===== src/rtl/usbh_regfile_pkg.sv =====
package usbh_regfile_pkg;

  typedef enum logic [1:0] {
    SZ_BYTE  = 2'b00,
    SZ_WORD  = 2'b01,
    SZ_DWORD = 2'b10
  } bus_size_e;

  localparam logic [4:0] OFS_CMD  = 5'h00;
  localparam logic [4:0] OFS_STS  = 5'h02;
  localparam logic [4:0] OFS_IEN  = 5'h04;
  localparam logic [4:0] OFS_FRN  = 5'h06;
  localparam logic [4:0] OFS_BASE = 5'h08;
  localparam logic [4:0] OFS_SOF  = 5'h0C;

  localparam logic [15:0] PORT_KEEP  = 16'h01FB;
  localparam logic [15:0] PORT_W1C   = 16'h000A;
  localparam logic [15:0] PORT_IDLE  = 16'h0080;
  localparam logic [15:0] WORD_UNDEF = 16'hFF7F;

  localparam int PB_CONN     = 0;
  localparam int PB_CONN_CHG = 1;
  localparam int PB_EN       = 2;
  localparam int PB_EN_CHG   = 3;
  localparam int PB_LOW      = 8;
  localparam int PB_RST      = 9;

  // Apply a device-arrival event to a port control word.
  function automatic logic [15:0] port_on_attach(logic [15:0] v, logic low);
    logic [15:0] r;
    r = v;
    if (!r[PB_CONN]) begin
      r[PB_CONN]     = 1'b1;
      r[PB_CONN_CHG] = 1'b1;
    end
    r[PB_LOW] = low;
    return r;
  endfunction

endpackage


===== src/rtl/usbh_root_port.sv =====
module usbh_root_port
  import usbh_regfile_pkg::*;
(
  input  logic        clk,
  input  logic        rst,
  input  logic        soft_rst,
  input  logic        greset,
  input  logic        wr_en,
  input  logic [15:0] wdata,
  input  logic        attach,
  input  logic        attach_low,
  input  logic        detach,
  output logic [15:0] ctrl_o,
  output logic        bus_reset_o
);

  logic [15:0] ctrl_q, ctrl_d;
  logic        present_q, low_q;

  always_comb begin
    ctrl_d = ctrl_q;
    if (wr_en) begin
      ctrl_d = (ctrl_q & PORT_KEEP) | (wdata & ~PORT_KEEP);
      ctrl_d = ctrl_d & ~(wdata & PORT_W1C);
    end
    if (attach) begin
      ctrl_d = port_on_attach(ctrl_d, attach_low);
    end else if (detach && ctrl_d[PB_EN]) begin
      ctrl_d[PB_EN]     = 1'b0;
      ctrl_d[PB_EN_CHG] = 1'b1;
    end
  end

  always_ff @(posedge clk) begin
    if (rst) begin
      ctrl_q      <= PORT_IDLE;
      present_q   <= 1'b0;
      low_q       <= 1'b0;
      bus_reset_o <= 1'b0;
    end else begin
      bus_reset_o <= present_q &&
                     (greset || (wr_en && wdata[PB_RST] && !ctrl_q[PB_RST]));
      if (soft_rst) begin
        ctrl_q <= present_q ? port_on_attach(PORT_IDLE, low_q) : PORT_IDLE;
      end else begin
        ctrl_q <= ctrl_d;
        if (attach) begin
          present_q <= 1'b1;
          low_q     <= attach_low;
        end else if (detach) begin
          present_q <= 1'b0;
        end
      end
    end
  end

  assign ctrl_o = ctrl_q;

endmodule


===== src/rtl/usbh_irq_gen.sv =====
module usbh_irq_gen (
  input  logic       clk,
  input  logic       rst,
  input  logic [3:0] sts_flags,  // status bits 4..1
  input  logic [1:0] cause,
  input  logic [3:0] ien,
  output logic       irq_o
);

  logic level;

  always_comb begin
    level = (cause[0] & ien[2]) | (cause[1] & ien[3]) |
            (sts_flags[0] & ien[0]) | (sts_flags[1] & ien[1]) |
            sts_flags[2] | sts_flags[3];
  end

  always_ff @(posedge clk) begin
    if (rst) irq_o <= 1'b0;
    else     irq_o <= level;
  end

endmodule


===== src/rtl/usbh_regfile.sv =====
module usbh_regfile
  import usbh_regfile_pkg::*;
#(
  parameter int NUM_PORTS      = 2,
  parameter int FRNUM_W        = 11,
  parameter int BASE_ZERO_BITS = 12,
  parameter int SOF_W          = 8,
  parameter int SOF_RESET      = 64
) (
  input  logic                 clk,
  input  logic                 rst,
  input  logic                 bus_wr,
  input  logic                 bus_rd,
  input  logic [1:0]           bus_size,
  input  logic [4:0]           bus_addr,
  input  logic [31:0]          bus_wdata,
  output logic [31:0]          rd_data_o,
  input  logic [1:0]           cause_set_i,
  input  logic [4:0]           flag_set_i,
  input  logic [NUM_PORTS-1:0] attach_i,
  input  logic [NUM_PORTS-1:0] attach_low_i,
  input  logic [NUM_PORTS-1:0] detach_i,
  output logic                 irq_o,
  output logic                 run_o,
  output logic [FRNUM_W-1:0]   frame_num_o,
  output logic [31:0]          frame_base_o,
  output logic [SOF_W-1:0]     sof_timing_o,
  output logic [NUM_PORTS-1:0] port_bus_reset_o
);

  localparam int PORT_SLOTS = 8;
  localparam int BASE_W     = 32 - BASE_ZERO_BITS;

  logic               wr_byte, wr_word, wr_dword, cmd_hit, soft_rst, greset;
  logic [15:0]        cmd_q;
  logic [5:0]         sts_q, sts_d;
  logic [1:0]         cause_q, cause_d;
  logic [3:0]         ien_q;
  logic [FRNUM_W-1:0] frn_q;
  logic [BASE_W-1:0]  base_q;
  logic [SOF_W-1:0]   sof_q;
  logic [31:0]        rd_mux;
  logic [15:0]        port_ctrl [NUM_PORTS];
  logic [15:0]        slot_val  [PORT_SLOTS];

  assign wr_byte  = bus_wr && (bus_size == SZ_BYTE);
  assign wr_word  = bus_wr && (bus_size == SZ_WORD);
  assign wr_dword = bus_wr && (bus_size == SZ_DWORD);
  assign cmd_hit  = wr_word && (bus_addr == OFS_CMD);
  assign soft_rst = cmd_hit && (bus_wdata[1] || bus_wdata[2]);
  assign greset   = cmd_hit && bus_wdata[2];

  always_comb begin
    sts_d   = sts_q;
    cause_d = cause_q;
    if (wr_word && bus_addr == OFS_STS) begin
      sts_d = sts_q & ~bus_wdata[5:0];
      if (bus_wdata[0]) cause_d = 2'b00;
    end
    sts_d   = sts_d | {flag_set_i, |cause_set_i};
    cause_d = cause_d | cause_set_i;
  end

  always_ff @(posedge clk) begin
    if (rst || soft_rst) begin
      cmd_q   <= '0;
      sts_q   <= '0;
      cause_q <= '0;
      ien_q   <= '0;
      frn_q   <= '0;
      base_q  <= '0;
      sof_q   <= SOF_W'(SOF_RESET);
    end else begin
      sts_q   <= sts_d;
      cause_q <= cause_d;
      if (cmd_hit) cmd_q <= bus_wdata[15:0];
      if (wr_word && bus_addr == OFS_IEN) ien_q <= bus_wdata[3:0];
      if (wr_word && bus_addr == OFS_FRN && sts_q[5]) frn_q <= bus_wdata[FRNUM_W-1:0];
      if (wr_dword && bus_addr == OFS_BASE) base_q <= bus_wdata[31:BASE_ZERO_BITS];
      if (wr_byte && bus_addr == OFS_SOF) sof_q <= bus_wdata[SOF_W-1:0];
    end
  end

  for (genvar p = 0; p < NUM_PORTS; p++) begin : g_port
    usbh_root_port u_port (
      .clk         (clk),
      .rst         (rst),
      .soft_rst    (soft_rst),
      .greset      (greset),
      .wr_en       (wr_word && bus_addr[4] && (bus_addr[3:1] == 3'(p))),
      .wdata       (bus_wdata[15:0]),
      .attach      (attach_i[p]),
      .attach_low  (attach_low_i[p]),
      .detach      (detach_i[p]),
      .ctrl_o      (port_ctrl[p]),
      .bus_reset_o (port_bus_reset_o[p])
    );
  end

  for (genvar s = 0; s < PORT_SLOTS; s++) begin : g_slot
    if (s < NUM_PORTS) begin : g_real
      assign slot_val[s] = port_ctrl[s];
    end else begin : g_empty
      assign slot_val[s] = WORD_UNDEF;
    end
  end

  always_comb begin
    rd_mux = 32'hFFFF_FFFF;
    case (bus_size)
      SZ_BYTE:  rd_mux = (bus_addr == OFS_SOF) ? 32'(sof_q) : 32'h0000_00FF;
      SZ_WORD: begin
        if (bus_addr[4]) rd_mux = 32'(slot_val[bus_addr[3:1]]);
        else begin
          case (bus_addr)
            OFS_CMD: rd_mux = 32'(cmd_q);
            OFS_STS: rd_mux = 32'(sts_q);
            OFS_IEN: rd_mux = 32'(ien_q);
            OFS_FRN: rd_mux = 32'(frn_q);
            default: rd_mux = 32'(WORD_UNDEF);
          endcase
        end
      end
      SZ_DWORD: rd_mux = (bus_addr == OFS_BASE) ? frame_base_o : 32'hFFFF_FFFF;
      default:  rd_mux = 32'hFFFF_FFFF;
    endcase
  end

  always_ff @(posedge clk) begin
    if (rst)         rd_data_o <= '0;
    else if (bus_rd) rd_data_o <= rd_mux;
  end

  usbh_irq_gen u_irq (
    .clk       (clk),
    .rst       (rst),
    .sts_flags (sts_q[4:1]),
    .cause     (cause_q),
    .ien       (ien_q),
    .irq_o     (irq_o)
  );

  assign run_o        = cmd_q[0];
  assign frame_num_o  = frn_q;
  assign frame_base_o = {base_q, {BASE_ZERO_BITS{1'b0}}};
  assign sof_timing_o = sof_q;

endmodule


===== config.mk =====
export PLATFORM = sky130hd
export DESIGN_NAME = usbh_regfile
export DESIGN_NICKNAME = d
export VERILOG_FILES = /design/src/rtl/usbh_regfile_pkg.sv /design/src/rtl/usbh_root_port.sv /design/src/rtl/usbh_irq_gen.sv /design/src/rtl/usbh_regfile.sv
export SDC_FILE = /design/constraint.sdc
export NUM_CORES = 1
export LEC_CHECK = 0
export BUFFER_PORTS_ARGS = -buffer_cell sky130_fd_sc_hd__clkbuf_2
export CAP_MARGIN = 5
export CORE_MARGIN = 1.5
export CORE_UTILIZATION = 47
export CTS_CLUSTER_DIAMETER = 40
export DETAILED_ROUTE_END_ITERATION = 7
export PLACE_DENSITY = 0.79
export REMOVE_ABC_BUFFERS = 1
export SETUP_SLACK_MARGIN = 0.05
export SYNTH_ARGS = -nofsm -noshare
export SYNTH_HDL_FRONTEND = slang
export SYNTH_SLANG_ARGS = --single-unit

===== constraint.sdc =====
create_clock -name clk -period 3.35 [get_ports clk]
set_input_delay 0.1675 -clock clk [delete_from_list [all_inputs] [get_ports clk]]
set_output_delay 0.1675 -clock clk [all_outputs]
set_load 0.01 [all_outputs]

==> reports/qor.yml, run 1 <==
fmax_ghz: 0.454
yosysTopAreaCell: "dfxtp_1"
pwr_density_cell_nw_per_um2: 526
p_switching_mw: 0.953
avgRoutedWirePerCell_um: 17.7
worstPathArrival_ns: 2.52
coreArea_um2: 11600
worstPathCellList: "clkbuf_2 > buf_4 > or3_4 > nor4_2 > or2_2 > buf_12 > a311oi_1 > dlygate4sd3_1"
cts.reportedPaths.clkPinSlew_ns: 0.06
crit_buf_inv: 4
avgSynthCellArea_um2: 8.85
power_frac_seq_pct: 43.7
routabilityCongestion: 0.893
cts_tree: "built"
yosysWarningCount: 0
fp.dieW_um: 113
synth_edf_count: 0
regArea_um2: 2620
muxShareOfSynthArea_pct: 9.76
start_kind: "input port"
num-fill-cells: 932
setup_viol: 0
post_cts_buffers: 0
slowest_delay_ns: 0.57
worst_slew_pin_slew_ns: 0.838
reg2reg_depth: 3
area_delta_synth_final_pct: 25.7
rrSetupSlack_ns: 1.79
period_minus_slack_ns: 2.20
required_ns: 3.66
grt.busiest_layer: "met2"
synth_adder_area_share_pct: 0
drt_iter0_drc: 665
first_pass_iters: 6
clockBufferDepth: 2
fin_tns_setup_ns: 0
fin_ws_ns: 1.15
syn_inst: 639
syn-cell-area_um2: 5660
status: "completed"
antenna_found_initial: 0
synthTopCellsByCount: "dfxtp_1 (131), nand2_1 (104), nor2_1 (71)"
dp_slack_ns: 0.943
io_buffers: 130
detail-route-antenna-nets: 0
io_pins: 143
hold_start: "attach_low_i[0]"
dp_hpwl_um: 11000
cp_top_family: "buffers and inverters"
ys_ff_latch: 131
gr-usage-met3_pct: 5.41
dieArea_um2: 12700
drive_gt1_share_pct: 24.6
finalCritPeriodShare_pct: 65.7
pwr-share-comb_pct: 8.7
ys_seq_area_share_pct: 46.4
grt_pass1_wl_um: 26200
grt-ovfl-total: 0
maxSlewHeadroom_pct: 44.1
nets: 833
endpoint: "sts_q[4]"
numCtsBuffers: 17
p_int_mw: 2.79
route.detailed.drc: 0
async_flop_share_pct: 0
track_usage_pct: 26.1
yosys.cell_types.count: 56
num_rows: 39
final_hold_viol_count: 0
met1_usage_pct: 33.1
multi_input_area_um2: 2690
synth_top_family_by_area: "simple AND/OR/NAND/NOR gates"
fin_worst_skew_ns: 0.00700
p_clk_share_pct: 47.6
cap_violations: 0
clock_sinks: 131
gr-usage-met2_pct: 43.5
swShare_pct: 25.5
timing.rr.start: "sts_q[5]"
vias_per_cell: 5.79
n_antenna_cell: 0
synthFlopType: "dfxtp_1"
insertion_delay_ns: 0.43
cp.depth: 8
wirelength_um: 16500
worstHoldPathType: "in -> reg"
dieHeight_um: 113
ir_worst_vdd_mv: 0.318
slowest_stage: "dlygate4sd3_1"
cp-end-kind: "flip-flop"
htreeDepth: 4
yosys-top-cells-area: "dfxtp_1 (46%), mux2i_1 (8.0%), nand2_1 (6.9%)"
synth-simple-area-share_pct: 19.0
crit_fanout: 83
r2r_end: "frame_num_o[8]"
grt_pass1_vias: 5208
vias: 5400
yosys.area.top_type_share_pct: 46.4
synth_compound_area_share_pct: 17.9
p_leak_nw: 2.96
synth_most_common_cell: "dfxtp_1"
cts_resized: 0
synth_xor_area_share_pct: 0
rsz0062_at_grt: "false"
start_util_pct: 48.9
holdBufCountCts: 25
final_max_slew_viol_count: 0
root_buffer: "clkbuf_16"
crit_start: "bus_addr[1]"
grt_max_degree: 84
critPathKind: "in -> reg"
-- registers in the layout (all words and copies together) (netlist names) --
name,flops
frame_num_o,11
cause_q,2
g_port.u_port.present_q,2
rd_data_o,32
g_port.u_port.low_q,2
u_irq.irq_o,1
g_port.u_port.bus_reset_o,2
cmd_q,16
base_q,20
g_port.u_port.ctrl_o,25
sts_q,6
ien_q,4
sof_timing_o,8
-- placed cells by master, fill, tap and decap left out, drive strengths merged, types with 2 or more instances in the layout --
| master | instances |
|---|---|
| nand3 | 17 |
| clkinvlp | 4 |
| o21bai | 4 |
| and4 | 2 |
| conb | 12 |
| o31a | 4 |
| o21ai | 17 |
| nand3b | 4 |
| clkbuf | 149 |
| nor2 | 71 |
| nand4 | 2 |
| inv | 21 |
| a311oi | 12 |
| a21boi | 2 |
| dlygate4sd3 | 25 |
| o41ai | 2 |
| a221o | 11 |
| a221oi | 6 |
| a2111oi | 2 |
| nor3 | 5 |
| clkinv | 4 |
| or2 | 2 |
| dfxtp | 131 |
| nand2 | 104 |
| or3 | 6 |
| nor3b | 5 |
| a31oi | 5 |
| a211oi | 25 |
| mux2 | 7 |
| mux2i | 45 |
| a21oi | 55 |
| buf | 10 |
| nor2b | 5 |
-- per-layer routing --
| layer | vias to the layer above | wire, um |
|---|---|---|
| met2 | 279 | 7970 |
| met5 | - | 0 |
| met4 | 0 | 422 |
| met3 | 36 | 1330 |
| met1 | 2583 | 6780 |
| li1 | 2502 | - |
-- kinds of logic (layout without fill, tap and decap cells) --
logic type	after synthesis	count (layout)
buf+inv	74	214
compound gates	150	150
other cells	1	12
flops	131	131
mux	53	53
simple gates	230	230
-- power groups by stage --
stage	combinational, mW	sequential (mW)	clock [mW]
after global placement	0.291	1.66	0
after floorplan	0.130	1.68	0
after detailed placement	0.296	1.67	0
final	0.326	1.63	1.78
after global routing	0.350	1.64	1.87
after CTS	0.321	1.63	1.79
-- layout make-up --
class / count / area share, %
Tap cell: 143 / 2.52
Sequential cell: 131 / 36.9
Timing Repair Buffer: 165 / 13.9
Multi-Input combinational cell: 445 / 37.8
Clock inverter: 13 / 1.78
Inverter: 17 / 0.898
Clock buffer: 19 / 6.23
-- metrics by stage --
step	utilization [%]	power [mW]	area [um^2]	hold WS, ns	cells
floorplan	-	1.80	5370	0.232	593
global placement	54.4	1.95	6290	0.393	876
detailed placement	54.4	1.96	6290	0.400	876
CTS	61.5	3.75	7110	0.00310	933
global route	61.5	3.86	7110	0.0143	933
finish	61.5	3.74	7110	0.00968	933
-- worst register-to-register path, stage by stage, from the launching register on --
cell and delay [ns]:
dfxtp_1 0.36, and4_1 0.73, mux2i_1 0.26, nor2_1 0.07
-- worst min-delay path by stage --
stage	endpoint	cells past startpoint
CTS	g_port[0].u_port.low_q	3
global route	cmd_q[7]	3
finish	g_port[0].u_port.low_q	3
global placement	base_q[8]	3
floorplan	g_port[1].u_port.bus_reset_o	1
detailed placement	base_q[5]	3
(Power assumes the default switching activity.)
==> run 2, diff against run 1 <==
==> constraint.sdc (replaced) <==
create_clock -name clk -period 2.1 [get_ports clk]
set_input_delay 0.105 -clock clk [delete_from_list [all_inputs] [get_ports clk]]
set_output_delay 0.105 -clock clk [all_outputs]
set_load 0.01 [all_outputs]
==> run 2 against run 1 <==
Compared with the run above:
- register-to-register slack lost 1.2 ns
- largest cell class unchanged
- global-route usage grew 0.63 points
- combinational power grew 76%
- clock skew shrank 0.0011 ns
- cell count grew 3.4%
- sequential cell count is the same
- first-iteration DRC count shrank 16%
==> reports/qor.yml, run 2 (synthesis gave the netlist of run 1 again) <==
place_inst: 892
crit_fanout: 33
area_delta_synth_final_pct: 32.0
place_area_um2: 6420
stdcell_area_um2: 7470
cp-end-kind: "flip-flop"
route.detailed.drc: 0
instances_no_fill: 965
htreeDepth: 4
pwr_density_cell_nw_per_um2: 836
power_frac_seq_pct: 41.8
fin_worst_skew_ns: 0.00592
start_kind: "input port"
fmax_ghz: 0.497
worst_slew_pin_slew_ns: 0.695
p_int_mw: 4.81
track_usage_pct: 26.8
multi_input_area_um2: 2690
crit_buf_inv: 3
ir_worst_vdd_mv: 0.544
nets: 866
num-fill-cells: 899
io_buffers: 130
routabilityCongestion: 0.866
period_minus_slack_ns: 2.01
regArea_um2: 2620
worstPathCellList: "clkbuf_2 > or3_4 > nor4_2 > or2_2 > buf_12 > a311oi_1 > dlygate4sd3_1"
clock_sinks: 131
worstHoldPathType: "in -> reg"
cts_tree: "built"
largest_reg_flops: 32
grt_max_degree: 67
fp.dieW_um: 113
drt_iter0_drc: 559
vias: 5562
insertion_delay_ns: 0.42
clockBufferDepth: 2
start_util_pct: 48.9
rsz0062_at_grt: "false"
worstPathArrival_ns: 2.32
dieArea_um2: 12700
grt-ovfl-total: 0
coreArea_um2: 11600
first_pass_iters: 7
pwr-share-comb_pct: 9.2
cap_violations: 0
cts.reportedPaths.clkPinSlew_ns: 0.06
setup_viol: 0
p_switching_mw: 1.43
status: "completed"
critPathKind: "in -> reg"
cts_resized: 0
drive_gt1_share_pct: 25.3
maxSlewHeadroom_pct: 53.7
dp_hpwl_um: 11200
regMostFlops: "rd_data_o"
required_ns: 2.41
final_hold_viol_count: 0
numCtsBuffers: 17
dieHeight_um: 113
grt_pass1_wl_um: 26700
slowest_delay_ns: 0.57
cp_top_family: "simple AND/OR/NAND/NOR gates"
fin_tns_setup_ns: 0
p_clk_share_pct: 49.0
n_antenna_cell: 0
detail-route-antenna-nets: 0
dp_slack_ns: 0.222
num_rows: 39
final_common_cell: "dfxtp_1"
final_max_slew_viol_count: 0
slowest_stage: "dlygate4sd3_1"
swShare_pct: 23.0
p_leak_nw: 3.15
root_buffer: "clkbuf_16"
finalCritPeriodShare_pct: 95.7
wirelength_um: 17200
fin_ws_ns: 0.0897
final_cell_mix: "dfxtp_1 (131), clkbuf_2 (130), nand2_1 (104), nor2_1 (71), a21oi_1 (55)"
grt_pass1_vias: 5314
antenna_found_initial: 0
post_cts_buffers: 0
avgRoutedWirePerCell_um: 17.8
io_pins: 143
vias_per_cell: 5.76
## run 2: changes by cell type in the layout (fill, tap and decap cells not counted), moves of 2 or more
| cell | before | now |
|---|---|---|
| dlygate4sd3_1 | 25 | 41 |
| buf_4 | 9 | 24 |
| inv_6 | 4 | 0 |
| bufinv_16 | 1 | 4 |
| clkinv_4 | 3 | 0 |
| clkbuf_1 | 1 | 3 |
| clkinv_2 | 1 | 3 |
## run 2: power groups by stage
stage	Clock, mW	Sequential, mW	Combinational [mW]
2_1_floorplan	0	2.67	0.207
3_3_place_gp	0	2.65	0.477
3_5_place_dp	0	2.66	0.487
4_1_cts	3.08	2.61	0.553
5_1_grt	3.19	2.61	0.616
6_report	3.06	2.61	0.574
## run 2: path summary, 6_finish.rpt
check	from	depth (start not counted)	endpoint	slack (ns)
setup / recovery	bus_addr[2]	7	sts_q[5]	0.09
setup reg to reg	frame_num_o[2]	4	rd_data_o[2]	0.62
hold / removal	bus_wdata[3]	3	frame_num_o[3]	0.04
hold reg to reg	g_port[0].u_port.ctrl_o[13]	2	g_port[0].u_port.ctrl_o[13]	0.46
## run 2: through the flow
step / util (%) / hold slack [ns] / power [mW]
4_1_cts: 64.3 / 0.0188 / 6.24
3_3_place_gp: 55.5 / 0.335 / 3.13
6_report: 64.6 / 0.0434 / 6.24
3_5_place_dp: 55.5 / 0.340 / 3.15
2_1_floorplan: - / 0.170 / 2.88
5_1_grt: 64.6 / 0.0300 / 6.42
## run 2: final cells by class
| class | instances | area share (%) |
|---|---|---|
| inverters | 17 | 0.855 |
| clock inverters | 10 | 2.11 |
| clock buffers | 21 | 6.03 |
| repair buffers | 198 | 17.5 |
| multi-input cells | 445 | 36.0 |
| well taps | 143 | 2.40 |
| flip-flops and latches | 131 | 35.1 |
## run 2: worst reg2reg max path: stages (launching register included)
cell,delay (ns)
dfxtp_1,0.33
mux2_2,0.27
a221oi_1,0.37
a221o_1,0.26
a31oi_1,0.11
## run 2: layer usage
| layer | share of wire [%] | wire, um | vias up | global-route usage [%] |
|---|---|---|---|---|
| li1 | - | - | 2570 | - |
| met1 | 41 | 7110 | 2602 | 33.0 |
| met2 | 47 | 8050 | 339 | 43.4 |
| met3 | 8.8 | 1520 | 51 | 7.02 |
| met4 | 3.0 | 515 | 0 | 13.7 |
| met5 | 0 | 0 | - | 0 |
## run 2: what timing repair did
item / in CTS / in global routing
setup endpoints to repair: 0 / 3
endpoints found under the hold margin: 62 / 0
hold buffers: 41 / 0
